--- src/rtl/cvm_pkg.sv ---
package cvm_pkg;

  typedef enum logic [1:0] {
    CVM_PASS = 2'b00,
    CVM_YUV  = 2'b01,
    CVM_DYUV = 2'b10,
    CVM_BAD  = 2'b11
  } cvm_mode_e;

  localparam int unsigned CVM_REG_W  = 16;
  localparam int unsigned CVM_MODE_W = 2;

  // True for a mode code that runs the converter
  function automatic logic is_conv(input logic [1:0] m);
    return (m == CVM_YUV) || (m == CVM_DYUV);
  endfunction

  // True for a mode code that a write may take
  function automatic logic is_taken(input logic [1:0] m);
    return m != CVM_BAD;
  endfunction

endpackage

--- src/rtl/cvm_wr_decode.sv ---
module cvm_wr_decode
  import cvm_pkg::*;
#(
  parameter int unsigned REG_W = CVM_REG_W
) (
  input  logic             run,
  input  logic             reg_wr,
  input  logic [REG_W-1:0] reg_wdata,
  output logic             wr_conv,
  output logic             wr_pass,
  output logic             wr_bad,
  output logic [1:0]       wr_mode
);

  logic wr_live;
  logic unused_rsvd;

  assign wr_live = run && reg_wr;
  assign wr_mode = reg_wdata[CVM_MODE_W-1:0];
  assign wr_conv = wr_live && is_conv(wr_mode);
  assign wr_pass = wr_live && (wr_mode == CVM_PASS);
  assign wr_bad  = wr_live && !is_taken(wr_mode);

  // reserved bits take part in nothing
  assign unused_rsvd = ^reg_wdata[REG_W-1:CVM_MODE_W];

  always_comb begin
    a_r2_decode_exclusive: assert ($onehot0({wr_conv, wr_pass, wr_bad}));
  end

endmodule

--- src/rtl/cvm_countdown.sv ---
module cvm_countdown #(
  parameter int unsigned CW = 20
) (
  input  logic          clk,
  input  logic          rst_n,
  input  logic          ld,
  input  logic [CW-1:0] ld_val,
  input  logic          dec,
  output logic [CW-1:0] cnt_q,
  output logic          last_pix,
  output logic          cnt_zero
);

  localparam logic [CW-1:0] ONE = CW'(1);

  // no reset term: the count is kept through a reset on purpose
  always_ff @(posedge clk) begin
    if (ld) begin
      cnt_q <= ld_val;
    end else if (dec && !cnt_zero) begin
      cnt_q <= cnt_q - ONE;
    end
  end

  assign cnt_zero = (cnt_q == '0);
  assign last_pix = dec && (cnt_q == ONE);

  a_r3_load_takes_product: assert property (@(posedge clk) disable iff (!rst_n)
    ld |=> (cnt_q == $past(ld_val)));

  a_r4_single_step: assert property (@(posedge clk) disable iff (!rst_n)
    (dec && !ld && !cnt_zero) |=> (cnt_q == $past(cnt_q) - ONE));

  a_r4_idle_holds: assert property (@(posedge clk) disable iff (!rst_n)
    (!dec && !ld) |=> $stable(cnt_q));

endmodule

--- src/rtl/cvm_mode_reg.sv ---
module cvm_mode_reg
  import cvm_pkg::*;
(
  input  logic       clk,
  input  logic       rst_n,
  input  logic       ld_conv,
  input  logic       ld_pass,
  input  logic [1:0] wr_mode,
  input  logic       auto_clr,
  output logic [1:0] mode_q
);

  // no reset term: the mode survives a reset
  always_ff @(posedge clk) begin
    if (ld_conv) begin
      mode_q <= wr_mode;
    end else if (ld_pass || auto_clr) begin
      mode_q <= CVM_PASS;
    end
  end

  a_r9_pass_write_stops: assert property (@(posedge clk) disable iff (!rst_n)
    ld_pass |=> (mode_q == CVM_PASS));

  a_r2_conv_write_lands: assert property (@(posedge clk) disable iff (!rst_n)
    ld_conv |=> is_conv(mode_q));

endmodule

--- src/rtl/cvm_ctrl.sv ---
module cvm_ctrl
  import cvm_pkg::*;
#(
  parameter int unsigned XW = 10,
  parameter int unsigned YW = 10,
  localparam int unsigned CW = XW + YW
) (
  input  logic                 clk,
  input  logic                 rst_n,
  input  logic                 reg_wr,
  input  logic [CVM_REG_W-1:0] reg_wdata,
  output logic [CVM_REG_W-1:0] reg_rdata,
  input  logic [XW-1:0]        size_x,
  input  logic [YW-1:0]        size_y,
  input  logic                 pix_done,
  output logic [1:0]           mode_out,
  output logic                 busy,
  output logic                 mem_grant,
  output logic [CW-1:0]        pix_remaining
);

  function automatic logic [CW-1:0] pixel_total(input logic [XW-1:0] x,
                                                input logic [YW-1:0] y);
    return CW'(x) * CW'(y);
  endfunction

  // named internal events
  logic          run;
  logic          wr_conv, wr_pass, wr_bad;
  logic          wr_take;
  logic [1:0]    wr_mode;
  logic [1:0]    mode_q;
  logic          conv_on;
  logic          dec;
  logic          last_pix;
  logic          cnt_zero;
  logic          auto_clr;
  logic [CW-1:0] load_val;
  logic [CW-1:0] cnt_q;

  assign run = rst_n;

  cvm_wr_decode #(.REG_W(CVM_REG_W)) u_dec (
    .run      (run),
    .reg_wr   (reg_wr),
    .reg_wdata(reg_wdata),
    .wr_conv  (wr_conv),
    .wr_pass  (wr_pass),
    .wr_bad   (wr_bad),
    .wr_mode  (wr_mode)
  );

  assign wr_take  = wr_conv || wr_pass;
  assign conv_on  = is_conv(mode_q);
  assign dec      = run && conv_on && pix_done && !wr_take;
  assign load_val = pixel_total(size_x, size_y);

  cvm_countdown #(.CW(CW)) u_cnt (
    .clk     (clk),
    .rst_n   (rst_n),
    .ld      (wr_conv),
    .ld_val  (load_val),
    .dec     (dec),
    .cnt_q   (cnt_q),
    .last_pix(last_pix),
    .cnt_zero(cnt_zero)
  );

  assign auto_clr = run && conv_on && (last_pix || cnt_zero);

  cvm_mode_reg u_mode (
    .clk     (clk),
    .rst_n   (rst_n),
    .ld_conv (wr_conv),
    .ld_pass (wr_pass),
    .wr_mode (wr_mode),
    .auto_clr(auto_clr),
    .mode_q  (mode_q)
  );

  assign mode_out      = mode_q;
  assign busy          = conv_on;
  assign mem_grant     = !conv_on;
  assign pix_remaining = cnt_q;
  assign reg_rdata     = {{(CVM_REG_W-CVM_MODE_W){1'b0}}, mode_q};

  a_r2_no_bad_mode: assert property (@(posedge clk) disable iff (!rst_n)
    mode_q != CVM_BAD);

  a_r2_bad_write_inert: assert property (@(posedge clk) disable iff (!rst_n)
    (wr_bad && !pix_done && !cnt_zero) |=> ($stable(mode_q) && $stable(cnt_q)));

  a_r5_last_pixel_clears: assert property (@(posedge clk) disable iff (!rst_n)
    (last_pix && !wr_take) |=> (mode_q == CVM_PASS && cnt_q == '0));

  a_r6_grant_withheld: assert property (@(posedge clk) disable iff (!rst_n)
    (mode_q != CVM_PASS) |-> (!mem_grant && busy));

  a_r8_empty_job_ends: assert property (@(posedge clk) disable iff (!rst_n)
    (conv_on && cnt_zero && !wr_take) |=> (mode_q == CVM_PASS));

  a_r9_write_beats_strobe: assert property (@(posedge clk) disable iff (!rst_n)
    (wr_pass && pix_done) |=> $stable(cnt_q));

endmodule

--- config.mk ---
export PLATFORM = sky130hd
export DESIGN_NAME = cvm_ctrl
export DESIGN_NICKNAME = d
export VERILOG_FILES = /design/src/rtl/cvm_pkg.sv /design/src/rtl/cvm_wr_decode.sv /design/src/rtl/cvm_countdown.sv /design/src/rtl/cvm_mode_reg.sv /design/src/rtl/cvm_ctrl.sv
export SDC_FILE = /design/constraint.sdc
export NUM_CORES = 1
export LEC_CHECK = 0
export CORE_MARGIN = 4
export CORE_UTILIZATION = 49
export CTS_CLUSTER_SIZE = 20
export DETAILED_ROUTE_END_ITERATION = 7
export PLACE_DENSITY_LB_ADDON = 0.08
export SETUP_SLACK_MARGIN = 0.5
export SYNTH_ARGS = -nofsm -noshare
export SYNTH_HDL_FRONTEND = slang
export SYNTH_HIERARCHICAL = 1
export SYNTH_SLANG_ARGS = --single-unit
export TNS_END_PERCENT = 20
--- constraint.sdc ---
create_clock -name clk -period 5.46 [get_ports clk]
set_input_delay 1.092 -clock clk [delete_from_list [all_inputs] [get_ports clk]]
set_output_delay 1.092 -clock clk [all_outputs]
set_load 0.02 [all_outputs]
==> metrics.csv, run 1 <==
metric;value;unit
cts_tree;yes;
dieArea;11820;sq um
dp_cells;800;
dr.pass1.iters;4;
grt_usage;0.1992;
syn_avg_cell_area;8.765;sq um
die_h;108.7;um
cts_buffers;3;
yosysWarningCount;6;
fin_crit_sh;0.9928;
setup_viol;0;
nets;840;
finalNonFillerCells;811;
die-width;108.7;um
grt_pass1_vias;4251;
hpwl;9612;um
max_freq;0.1845;GHz
holdBufCountCts;0;
crit_slowest_cell;fa_1;
viasPerCell;5.143;
clk_path_buf_depth;2;
seq_area;660.6;sq um
critPathLaunchType;input pin;
clk_pin_slew;0.09;ns
crit_type;input pin to register;
grt_first_pass_wirelength;19310;um
grt-ovfl-total;0;
drtAntennaViolNets;0;
report.final.slew_viol_count;0;
gp_congestion;0.8697;
worstSkewPairLatency;0.27;ns
rows;36;
endpoint_kind;register;
worst-path-max-fanout;5;
required;5.48;ns
drt_first_iter_violations;144;
fillerInstances;887;
status;completed;
hold_path_class;register to register;
syn_area;4970;sq um
postLayoutCoreUtil;0.6537;
io_pins;80;
critPathMaxStageDelay;0.53;ns
tns;0;ns
period_minus_slack;5.421;ns
root_buffer;clkbuf_8;
hold_viol;0;
crit_chain;buf_8 -> nand2_4 -> fa_1 -> fa_1 -> inv_2 -> fa_1 -> fa_1 -> inv_1 -> fa_1 -> inv_2 -> ha_4 -> a21oi_4 -> buf_4 -> a32oi_2 -> o211ai_2 -> buf_4 -> o211ai_1 -> nand2_1 -> xnor2_1 -> nand2_1 -> o21ai_1;
areaGrowthSynthToFinish;29.15;%
p_per_area;437.5;nW/um^2
core_area;9819;sq um
wl_per_cell;13.86;um
ir_drop;0.2926;mV
rsz0062_at_grt;true;
wirelength;11240;um
worst_pin_slew;0.9952;ns
antenna_found_initial;0;
synthCells;567;
arrival;5.44;ns
slew_headroom;0.3310;
skew;0.009414;ns
htree_levels;1;
cap_violations;0;
worst_path_most_repeated_cell;fa_1;
drive_above_1_share;0.2345;
numPortBuffers;51;
leakage;3.068;nW
post-route-drc-count;0;
n_antenna_cell;0;
multiInputGateArea;4035;sq um
start_util;0.5061;
grt_max_degree;36;
clkSinkCount;22;
vias;4171;
[through the flow]
step | cell area [sq um] | setup slack, ns | hold slack [ns] | total power [mW]
after global routing | 6419 | -0.1567 | 0.7590 | 3.097
after floorplan | 5202 | 0.009187 | 0.8050 | 1.633
after CTS | 6248 | 0.05608 | 0.7334 | 2.679
final | 6419 | 0.03906 | 0.7258 | 2.808
after detailed placement | 6096 | -0.8242 | 0.7076 | 2.375
after global placement | 6096 | -0.7634 | 0.7043 | 2.327
[worst paths after layout]
path	startpoint	endpoint	slack, ns	cells after the start
setup / recovery	size_y[8]	u_cnt/cnt_q[16]	0.04	21
hold / removal	u_cnt/cnt_q[7]	u_cnt/cnt_q[7]	0.73	2
setup reg to reg	u_cnt/cnt_q[6]	u_cnt/cnt_q[17]	2.49	5
hold reg to reg	u_cnt/cnt_q[7]	u_cnt/cnt_q[7]	0.73	2
[final cells by class]
cell class                 count  area share
clock buffer                   3    0.006433
clock inverter                 1    0.004678
inverter                      89     0.05205
multi-input combinational    432      0.6287
sequential                    22      0.1029
tap                          133     0.02593
timing repair buffer         131      0.1793
[critical path: cells and delay by family]
| family | cells | cell delay [ns] |
|---|---|---|
| compound gates | 5 | 0.66 |
| xor+xnor | 1 | 0.14 |
| fa+ha+maj | 6 | 2.83 |
| buf+inv | 6 | 0.52 |
| simple gates | 3 | 0.21 |
[per-layer routing]
metal / vias up / track usage / routed length, um
li1: 2030 / - / -
met1: 2042 / 0.2714 / 4950
met2: 87 / 0.3530 / 5758
met3: 12 / 0.01303 / 412
met4: 0 / 0.03607 / 123
met5: - / 0 / 0
[cells in the final DEF (no fill, tap or decap), drive strengths merged, types with 7 or more instances in the layout]
cell            n
o21ai          26
clkdlybuf4s50  32
edfxtp         22
conb           14
nor2           21
and2           60
xnor2          16
a21oi          16
buf            98
xor2           15
nor4            7
a31oi           7
fa             62
inv            89
ha             59
nand2          76
[flip-flops by register name (all words and copies together) (netlist names)]
signal,count
u_mode/mode_q,2
u_cnt/cnt_q,20
[repair_timing]
item | CTS | global route
pin swaps | 25 | 34
setup buffers | 3 | 4
setup endpoints to repair | 14 | 12
gates resized for setup | 110 | 50
endpoints found under the hold margin | 0 | 0
[power by group]
group          total (mW)  internal [mW]  switching, mW
sequential          0.241          0.215         0.0253
combinational        2.41           1.24           1.17
clock               0.157         0.0981         0.0591
Power figures use the tool's default switching activity.
==> run 2: changes to the inputs <==
--- a/config.mk
+++ b/config.mk
@@ -7,4 +7,5 @@
 export LEC_CHECK = 0
+export CORE_ASPECT_RATIO = 1.1
 export CORE_MARGIN = 4
-export CORE_UTILIZATION = 49
+export CORE_UTILIZATION = 50
 export CTS_CLUSTER_SIZE = 20
--- a/constraint.sdc
+++ b/constraint.sdc
@@ -3,2 +3,2 @@
 set_output_delay 1.092 -clock clk [all_outputs]
-set_load 0.02 [all_outputs]
+set_load 0.005 [all_outputs]
==> run 2 against run 1 <==
  * Cell area increased by 1.7%
  * Clock power shrank 3%
  * Flip-flop and latch count is the same
  * Clock skew shrank 0.0027 ns
  * Combinational power is 4% higher
  * Setup slack gained 0.014 ns
  * Critical path depth shrank 1
  * Register-to-register slack better by 0.13 ns
  * Critical path type unchanged
==> metrics.csv, run 2 (synthesis results as in run 1) <==
metric;value;unit
final_common_cell;buf_4;
hold_path_class;register to register;
cts_tree;yes;
status;completed;
slew_headroom;0.3739;
gp_congestion;0.9005;
wl_per_cell;13.85;um
min_path_cells;2;
worst_path_most_repeated_cell;fa_1;
required;5.45;ns
io_pins;80;
core_area;9537;sq um
cp.buffers_inverters;5;
root_buffer;clkbuf_8;
swShare;0.4479;
reg2reg_depth;7;
setup_viol;0;
drt_first_iter_violations;79;
ir_drop;0.2848;mV
rows;37;
hold_viol;0;
clk_pin_slew;0.09;ns
critPathMaxStageDelay;0.51;ns
whs;0.7256;ns
grt-ovfl-total;0;
arrival;5.40;ns
antenna_found_initial;0;
report.final.slew_viol_count;0;
drive_above_1_share;0.2616;
crit_type;input pin to register;
crit_chain;buf_8 -> buf_6 -> nand2_2 -> fa_1 -> inv_1 -> fa_1 -> fa_1 -> fa_1 -> inv_1 -> fa_1 -> inv_2 -> ha_4 -> a21oi_4 -> nand3b_1 -> o211ai_4 -> a211oi_2 -> a2111oi_2 -> xnor2_1 -> nor2_1 -> a31oi_1;
grt_pass1_vias;4234;
pwr-share-clk;0.052;
numPortBuffers;51;
r2r_end;u_mode/mode_q[0];
endpoint_kind;register;
post-route-drc-count;0;
clk_path_buf_depth;2;
worst-path-max-fanout;4;
layout_setup_ws;0.05265;ns
wirelength;11210;um
largest_reg_flops;20;
skew;0.006713;ns
areaGrowthSynthToFinish;31.32;%
regMostFlops;u_cnt/cnt_q;
start_util;0.5211;
critPathLaunchType;input pin;
grt_first_pass_wirelength;19180;um
place_ws;-0.8537;ns
p_comb_frac;0.865;
dieArea;11600;sq um
drtAntennaViolNets;0;
grt_max_degree;37;
fin_crit_sh;0.9904;
power_frac_seq;0.083;
cts_buffers;3;
holdBufCountCts;0;
worst_pin_slew;0.9314;ns
p_per_area;445.1;nW/um^2
reg2reg_slack;2.62;ns
switching_power;1.301;mW
grt_usage;0.2001;
die_h;112.6;um
hp-start;u_cnt/cnt_q[7];
leakage;3.130;nW
crit_family;adder cells;
vias;4085;
max_freq;0.1849;GHz
period_minus_slack;5.407;ns
hold_end;u_cnt/cnt_q[7];
dr.pass1.iters;4;
viasPerCell;5.049;
crit_slowest_cell;fa_1;
die-width;103.1;um
n_antenna_cell;0;
worstSkewPairLatency;0.26;ns
nets;854;
r2r_start;u_cnt/cnt_q[6];
mostFrequentLayoutCells;buf_4 (93), inv_1 (81), nand2_1 (66);
reg_top3;u_cnt/cnt_q (20), u_mode/mode_q (2);
hpwl;9519;um
rsz0062_at_grt;true;
cap_violations;0;
p_int;1.604;mW
htree_levels;1;
clkSinkCount;22;
tns;0;ns
[run 2: worst max path at each step]
| stage | endpoint | slack (ns) | cells past startpoint | startpoint |
|---|---|---|---|---|
| after CTS | u_cnt/cnt_q[18] | 0.04 | 20 | size_y[3] |
| after detailed placement | u_cnt/cnt_q[19] | -0.85 | 21 | size_y[2] |
| final | u_cnt/cnt_q[18] | 0.05 | 20 | size_x[6] |
| after global routing | u_cnt/cnt_q[19] | -0.15 | 19 | size_x[9] |
| after floorplan | u_cnt/cnt_q[18] | 0.009 | 19 | size_x[5] |
| after global placement | u_cnt/cnt_q[19] | -0.75 | 21 | size_y[2] |
[run 2: timing repair]
action | in CTS | in global routing
gates resized for setup | 117 | 40
pin swaps | 31 | 35
setup endpoints to repair | 15 | 13
buffers inserted | 8 | 2
[run 2: power groups by stage]
stage	sequential, mW	clock, mW	combinational, mW
floorplan	0.242	0	1.36
global placement	0.243	0	2.09
detailed placement	0.244	0	2.14
CTS	0.240	0.154	2.28
global route	0.243	0.158	2.81
finish	0.240	0.152	2.51
[run 2: cell type report]
| cell class | count | area [sq um] |
|---|---|---|
| Tap cell | 117 | 146.4 |
| Inverter | 89 | 334.1 |
| Clock inverter | 1 | 30.03 |
| Fill cell | 765 | 3010 |
| Timing Repair Buffer | 145 | 1240 |
| Multi-Input combinational cell | 432 | 4074 |
| Clock buffer | 3 | 41.29 |
| Sequential cell | 22 | 660.6 |
[run 2: worst min-delay path, stage by stage (launching register included)]
cell,delay (ns)
edfxtp_1,0.40
xnor2_1,0.09
o21ai_0,0.13
[run 2: through the flow]
stage | util | instance area (sq um) | cells | power (mW)
final | 0.6843 | 6526 | 809 | 2.905
after global routing | 0.6843 | 6526 | 809 | 3.209
after CTS | 0.6660 | 6351 | 807 | 2.676
after detailed placement | 0.6458 | 6158 | 795 | 2.385
after global placement | 0.6458 | 6158 | 795 | 2.328
after floorplan | - | 5202 | 580 | 1.605
[run 2: metal layers]
layer | routed length (um) | share of wire | up-vias | GRT usage
li1 | - | - | 2055 | -
met1 | 4922 | 0.44 | 1939 | 0.2654
met2 | 5794 | 0.52 | 76 | 0.3530
met4 | 185 | 0.017 | 0 | 0.05009
met5 | 0 | 0 | - | 0
met3 | 305 | 0.027 | 15 | 0.01057
